<file path="config.mk">
export PLATFORM = sky130hd
export DESIGN_NAME = lbus_claim_ready
export DESIGN_NICKNAME = d
export VERILOG_FILES = /design/src/rtl/lbus_pkg.sv /design/src/rtl/lbus_cycle_decode.sv /design/src/rtl/lbus_ready_seq.sv /design/src/rtl/lbus_claim_ready.sv
export SDC_FILE = /design/constraint.sdc
export NUM_CORES = 1
export LEC_CHECK = 0
export CAP_MARGIN = 20
export CORE_AREA = 2 2 39 41
export CTS_BUF_LIST = sky130_fd_sc_hd__clkbuf_16
export CTS_CLUSTER_DIAMETER = 150
export DETAILED_ROUTE_END_ITERATION = 10
export DIE_AREA = 0 0 41 43
export DONT_BUFFER_PORTS = 1
export PLACE_DENSITY = 0.53
export SYNTH_ARGS = -nofsm -noshare
export SYNTH_HDL_FRONTEND = slang
export SYNTH_HIERARCHICAL = 1
export SYNTH_SLANG_ARGS = --single-unit
</file>
<file path="constraint.sdc">
create_clock -name clk -period 1.6 [get_ports clk]
set_clock_uncertainty 0.2 [all_clocks]
set_input_delay 0.16 -clock clk [delete_from_list [all_inputs] [get_ports clk]]
set_output_delay 0.16 -clock clk [all_outputs]
set_load 0.005 [all_outputs]
</file>
<file path="src/rtl/lbus_pkg.sv">
package lbus_pkg;

    // phase of the claimed-cycle sequencer
    typedef enum logic [1:0] {
        PH_IDLE = 2'd0,
        PH_WAIT = 2'd1,
        PH_DONE = 2'd2,
        PH_TAIL = 2'd3
    } phase_t;

    // attributes captured at the strobe
    typedef struct packed {
        logic claim;
        logic data_port;
        logic write;
        logic wide;
    } cyc_info_t;

    // task-file block numbers (address bits 9:3)
    localparam logic [6:0] PRI_BLOCK = 7'h3E;
    localparam logic [6:0] SEC_BLOCK = 7'h2E;

    function automatic logic block_hit(input logic [6:0] blk);
        return (blk == PRI_BLOCK) || (blk == SEC_BLOCK);
    endfunction

endpackage

</file>
<file path="src/rtl/lbus_cycle_decode.sv">
module lbus_cycle_decode
    import lbus_pkg::*;
#(
    parameter int ADDR_W = 16
) (
    input  logic              mem_io,
    input  logic              wr_rd,
    input  logic              be_upper_n,
    input  logic [ADDR_W-1:0] addr,
    input  logic              adv_mode,
    input  logic              dc_stat,
    output cyc_info_t         info
);
    localparam int HI_W = ADDR_W - 10;

    logic hi_zero;
    logic io_ok;

    assign hi_zero = (addr[ADDR_W-1:10] == {HI_W{1'b0}});
    // legacy mode: data/code status must mark a plain I/O access
    assign io_ok   = !mem_io && (adv_mode || dc_stat);

    always_comb begin
        info.claim     = io_ok && hi_zero && block_hit(addr[9:3]);
        info.data_port = (addr[2:0] == 3'd0);
        info.write     = wr_rd;
        info.wide      = !be_upper_n;
    end
endmodule

</file>
<file path="src/rtl/lbus_ready_seq.sv">
module lbus_ready_seq
    import lbus_pkg::*;
#(
    parameter int MIN_WAIT = 2
) (
    input  logic      clk,
    input  logic      rst,
    input  logic      strobe,
    input  cyc_info_t info,
    input  logic      adv_mode,
    input  logic      drv_rdy,
    output logic      ldev_n,
    output logic      lrdy_n,
    output logic      lrdy_oe,
    output logic      xfer32,
    output logic      cyc_wr
);
    localparam int CNT_W = (MIN_WAIT < 2) ? 1 : $clog2(MIN_WAIT + 1);
    localparam logic [CNT_W-1:0] LAST = CNT_W'(MIN_WAIT - 1);

    phase_t         phase;
    logic [CNT_W-1:0] cnt;
    cyc_info_t      cur;
    logic           hold_off;
    logic           finish;
    logic           claimed;

    assign hold_off = adv_mode && cur.data_port && !drv_rdy;
    assign finish   = (cnt >= LAST) && !hold_off;

    always_ff @(posedge clk) begin
        if (rst) begin
            phase <= PH_IDLE;
            cnt   <= '0;
            cur   <= '0;
        end else begin
            unique case (phase)
                PH_IDLE: begin
                    if (strobe && info.claim) begin
                        phase <= PH_WAIT;
                        cnt   <= '0;
                        cur   <= info;
                    end
                end
                PH_WAIT: begin
                    if (finish)
                        phase <= PH_DONE;
                    else if (cnt < LAST)
                        cnt <= cnt + 1'b1;
                end
                PH_DONE: phase <= PH_TAIL;
                PH_TAIL: phase <= PH_IDLE;
                default: phase <= PH_IDLE;
            endcase
        end
    end

    assign claimed = (phase == PH_WAIT) || (phase == PH_DONE);
    assign ldev_n  = !claimed;
    assign lrdy_oe = (phase != PH_IDLE);
    assign lrdy_n  = (phase != PH_DONE);
    assign xfer32  = claimed && cur.wide;
    assign cyc_wr  = claimed && cur.write;


    ready_pulse_chk: assert property (@(posedge clk) disable iff (rst)
        (lrdy_oe && !lrdy_n) |=> (lrdy_oe && lrdy_n));

    ready_release_chk: assert property (@(posedge clk) disable iff (rst)
        (lrdy_oe && !lrdy_n) |=> ##1 !lrdy_oe);

    drive_high_first_chk: assert property (@(posedge clk) disable iff (rst)
        $rose(lrdy_oe) |-> (lrdy_n && !ldev_n));

    claim_drives_chk: assert property (@(posedge clk) disable iff (rst)
        !ldev_n |-> lrdy_oe);

    throttle_chk: assert property (@(posedge clk) disable iff (rst)
        (phase == PH_WAIT && hold_off) |=> (phase == PH_WAIT));

    busy_ignore_chk: assert property (@(posedge clk) disable iff (rst)
        (phase != PH_IDLE) |=> $stable(cur));
endmodule

</file>
<file path="src/rtl/lbus_claim_ready.sv">
module lbus_claim_ready
    import lbus_pkg::*;
#(
    parameter int ADDR_W   = 16,
    parameter int MIN_WAIT = 2
) (
    input  logic              clk,
    input  logic              rst,
    input  logic              ads_n,
    input  logic              mem_io,
    input  logic              wr_rd,
    input  logic              be_upper_n,
    input  logic [ADDR_W-1:0] addr,
    input  logic              adv_mode,
    input  logic              drv_rdy,
    output logic              ldev_n,
    output logic              lrdy_n,
    output logic              lrdy_oe,
    output logic              xfer32,
    output logic              cyc_wr
);
    cyc_info_t info;

    lbus_cycle_decode #(.ADDR_W(ADDR_W)) u_dec (
        .mem_io     (mem_io),
        .wr_rd      (wr_rd),
        .be_upper_n (be_upper_n),
        .addr       (addr),
        .adv_mode   (adv_mode),
        .dc_stat    (drv_rdy),
        .info       (info)
    );

    lbus_ready_seq #(.MIN_WAIT(MIN_WAIT)) u_seq (
        .clk      (clk),
        .rst      (rst),
        .strobe   (!ads_n),
        .info     (info),
        .adv_mode (adv_mode),
        .drv_rdy  (drv_rdy),
        .ldev_n   (ldev_n),
        .lrdy_n   (lrdy_n),
        .lrdy_oe  (lrdy_oe),
        .xfer32   (xfer32),
        .cyc_wr   (cyc_wr)
    );
endmodule

</file>
[Word-level counts from Yosys, hierarchy flattened]
Index checks and enable logic that the tools add are counted.
Storage, ports and cells
  bits of input ports: 24
  output and inout bits: 5
  word-level logic and storage cells: 51
  bits in registers: 7
Cells by class
  equality and inequality tests: 10
  reductions and logical operators: 26
  $lt $le $gt $ge: 2
  mux-type cells: 7
  add/subtract/negate cells: 1
Operator list (count)
  == test 7 x 6 -> 1 bit, second input constant: 2
  two-way mux 2 bit: 5
  logical AND 1 bit: 9
  case mux 2 bit (4 select lines): 1
  logical NOT 1 bit: 6
  logical NOT 6 bit: 1
  inequality test 2 x 1 -> 1 bit, second input constant: 3
  == test 2 bit, second input constant: 2
  inequality test 2 bit, second input constant: 2
  case mux 2 bit (2 select lines): 1
  AND reduction 2 bit: 2
  AND reduction 4 bit: 1
  nonzero test 2 bit: 2
  logical NOT 3 bit: 1
  logical OR 1 bit: 3
  adder 2 x 1 -> 2 bit, second input constant: 1
  == test 2 x 1 -> 1 bit, second input constant: 1
  >= comparator 2 x 1 -> 1 bit, second input constant: 1
  logical NOT 2 bit: 1
  < comparator 2 x 1 -> 1 bit, second input constant: 1

[Depth between registers and ports, before layout]
  depth after elaboration: 7
  mapped depth: 6
  mapped depth without buffers: 6

[By module]
Netlist, hierarchy kept.
Modules (own cells, without submodules)
  lbus_ready_seq: cells each 53, area each 454.2 µm², sequential area each 140.1 µm², instances 1
  lbus_cycle_decode: cells each 9, area each 67.6 µm², sequential area each 0.0 µm², instances 1
  lbus_claim_ready: cells each 1, area each 3.8 µm², sequential area each 0.0 µm², instances 1

[Least setup slack after synthesis]
OpenSTA, ideal clock, no wires.
  path type: input-to-reg
  start: input addr[10]
  end: register u_seq.cnt[0]
  data arrival time: 1430 ps
  path buffers: 0
  required time: 1326 ps
  cell stages on the path: 6
  slack: -105 ps
  library setup time: 74 ps
  path through: nor4_2 -> o211ai_1 -> nor4_2 -> a21boi_0 -> a2111o_1 -> a31oi_1
RTL lines
  from (decl): RTL line lbus_claim_ready.sv:13  | input logic [ADDR_W-1:0] addr,
  to (signal assigned): RTL line lbus_ready_seq.sv:49  | cnt <= cnt + 1'b1;
  to (decl): RTL line lbus_ready_seq.sv:22  | logic [CNT_W-1:0] cnt;

==> results.md <==
- The run finished, with violations left.
- The checks that failed: setup timing.
- The required time of the critical path is 1.55 ns.
- The proportion of netlist area held by the largest area contributor is 26.7%.
- The power share of the clock group is 50.6%.
- Sequential cells account for 22.6% of the total power.
- The ratio of cells with drive above 1 in the final layout is 21.1%.
- In this run the power density over the cells is 1130 mW/mm^2.
- The worst path in the final design needs a cycle of 1.61 ns, including I/O delays and setup.
- The via count of the first global-routing pass is 509.
- The aggregate global routing overflow is 0.
- Data arrives at the worst endpoint at 1.56 ns.
- The clock latency on the worst-skew pair is 0.23 ns.
- The final count of pins violating max slew came to 0.
- Setup violations remaining at the end of the flow were counted as 3.
- In the post-synthesis netlist, the biggest area contributors are dfxtp_1, ha_1, mux2i_1.
- The clock-pin slew of the registers on the worst-case setup and hold paths is 0.04 ns.
- The most common cell in the synthesized netlist is inv_1.
- In this run the number of cells on the critical path is 7.
- The post-synthesis cell type count is 24.
- The slowest stage cell on the critical path is nor4_2.
- The initial antenna violation count was 0.
- The clock root buffer master is clkbuf_16.
- The standard-cell row count is 14.
- After detailed routing, the number of remaining DRC violations is 0.
- The switching power is 0.221 mW.
- The final instance area is 741 um^2.
- The first global-routing pass estimated 2120 um of wire.
- The combinational power share is 26.9%.
- The stage delay of the slowest cell on the critical path is 0.34 ns.
- For this block, the via count after detailed routing is 513.
- Across the run, the number of max-cap violations was 0.
- In this run the number of H-tree levels came out at 1.
- The area of the die is 0.00176 mm^2.
- The share of flip-flops with an asynchronous set or reset is 0%.
- The number of clock buffers added by TritonCTS is 3.
- The first detailed-routing pass ran for 4 iterations.
- The port buffer count is 0.
- The area growth from synthesis to layout is 41.0%.
- For this run, the post-layout net count is 106.
- In this run the worst path has a maximum fanout of 2.
- In the synthesized netlist, the cells that appear most often are inv_1, dfxtp_1, nor2_1, ha_1, mux2i_1.
- The detail-routed via count per cell is 5.58.
- In this run the horizontal extent of the chip is 41 um.
- Setup repair after global routing could not meet its margin everywhere.
- After detailed routing, the average wire length per cell comes to 15.3 um.
- The number of buffer and inverter stages on the critical path is 1.
- On the critical path the largest part of the delay comes from simple AND/OR/NAND/NOR gates.
- The worst hold path passes through 3 cells.
- Detailed placement finished with a half-perimeter wire length of 894 um.
- Cell internal power was estimated by the tool at 0.620 mW.
- Measured against its own limit, the worst slew margin works out to 78.7%.
- The layout has 137 filler cells.
- The startpoint type of the worst setup path is a primary input.
- For this run, the leading register cell type out of synthesis is dfxtp_1.
- The clock net in this run drives a total of 7 sinks.
- Entering global routing, the biggest net connects 9 pins.
- Counting flops and latches in the post-synthesis netlist gives 7.
- TritonCTS built the clock tree.
- The area of the core is 0.00138 mm^2.
- Global routing used 19.4% of the available tracks across all layers.
- The kind of critical path is primary input to flop.
- Registers take 140 um^2.
- The static power due to leakage is 0.316 nW.
- The hold slack is 0.0334 ns.
- The final layout contains routed wiring with a total length of 1400 um.
- The cell count after synthesis is 63.
- The count of nets left with antenna violations once routing finished came out at 0.
- The placement-stage cell area is 588 um^2.
- 29 I/O pins were placed.
- The post-placement worst setup slack is -0.196 ns.
- The worst path setup slack after routing is -0.0118 ns.
- The critical path endpoint category is a flop.
- For this configuration, the core starts out at a cell density of 38.0%.
- The switching power as a share of total power is 26.3%.
- The post-route clock period utilization is 101%.
- The path class of the lowest-slack min-delay path is primary input to flop.
- The footprint of the multi-input gates is 379 um^2.
- Counting flops with a built-in enable in the synthesized netlist gives 0.
- After the first detailed-routing iteration, the DRC count stood at 9.
- No sink is reached through more buffers than the 2 on the longest clock path.
- The largest area contributor in the synthesized netlist is dfxtp_1.
- The repair_antennas step left the layout with diodes totalling 0.
- The number of nets handed over by synthesis was 92.
- The netlist area before placement is 526 um^2.
- Timing would allow up to 620 MHz.
- The end-of-flow core utilization is 53.5%.
- The peak supply drop is 0.748 mV.
- Each instance of the synthesized netlist takes up on average 8.34 um^2.
- The actual transition at the worst max-transition pin is 0.318 ns.
- The height of the chip is 43 um.
- The final hold violation count is 0.
- Routability-driven placement finished with a final weighted congestion of 0.672.
- The path depth of the worst reg2reg path is 5.
- The yosys synthesis warning count is 6.
- Traced cell by cell, the critical path runs through nor4_4 > o211ai_1 > nor4_2 > buf_4 > a21bo_2 > nand3_4 > a221oi_2.
- The share of synthesized area occupied by flip-flops and latches is 26.7%.
## flip-flops by register name (all words and copies together), names as in the netlist
name and cells:
u_seq/cnt 2, u_seq/cur 3, u_seq/phase 2
## power by group through the flow
stage               logic [mW]  clock network, mW  registers, mW
floorplan                0.132                  0          0.191
global placement         0.181                  0          0.192
detailed placement       0.179                  0          0.192
CTS                      0.193              0.436          0.189
global route             0.250              0.442          0.191
finish                   0.226              0.425          0.190
## cells by family (layout without fill, tap and decap cells)
family	Yosys count	count (layout)	share of synthesized area (%)
mux	4	4	7.62
flops	7	7	26.7
buf+inv	11	24	8.57
simple gates	25	25	29.8
compound gates	11	11	15.5
fa+ha+maj	5	5	11.9
## cells in the final DEF (no fill, tap or decap), drive strengths merged, types with 3 or more instances in the layout
cell type	netlist	layout
and2	3	3
mux2i	4	4
dlygate4sd3	0	4
o21ai	3	3
inv	10	11
ha	5	5
clkbuf	0	3
nor2	6	6
buf	1	6
dfxtp	7	7
nand2	3	3
## worst min-delay path, stage by stage
cell and delay (ns):
nor3_1 0.03, mux2i_1 0.17, nor2_1 0.05
## final timing paths
| kind | startpoint | end | slack, ns |
|---|---|---|---|
| max | addr[10] | u_seq/phase[0] | -0.01 |
| min | addr[0] | u_seq/cur[2] | 0.03 |
| max reg2reg | u_seq/cnt[0] | u_seq/cnt[0] | -0.01 |
| min reg2reg | u_seq/cur[0] | u_seq/cur[0] | 0.31 |
## metrics by stage
step / power [mW] / setup TNS (ns) / instances
after detailed placement: 0.371 / -0.841 / 82
after global placement: 0.373 / -0.626 / 82
after CTS: 0.818 / 0 / 91
after global routing: 0.883 / -0.581 / 92
final: 0.841 / -0.0246 / 92
after floorplan: 0.323 / -0.0987 / 63
## per-layer routing
| layer | part of all wire [%] | global-route usage (%) |
|---|---|---|
| met1 | 37 | 20.0 |
| met2 | 54 | 30.3 |
| met5 | 0 | 0 |
| met4 | 3.3 | 18.7 |
| met3 | 6.1 | 3.14 |
## layout make-up
| type | instances | share of cell area, % |
|---|---|---|
| clock inverters | 1 | 0.507 |
| flip-flops and latches | 7 | 18.9 |
| multi-input cells | 45 | 51.2 |
| repair buffers | 10 | 11.5 |
| well taps | 16 | 2.70 |
| inverters | 10 | 5.07 |
| clock buffers | 3 | 10.1 |
## repair_timing
item	4_1_cts	5_1_grt
buffers inserted	0	2
hold buffers	5	0
gates resized for setup	0	3
hold endpoints to repair	7	0
endpoints found under the setup margin	0	6
(Power assumes the default switching activity.)
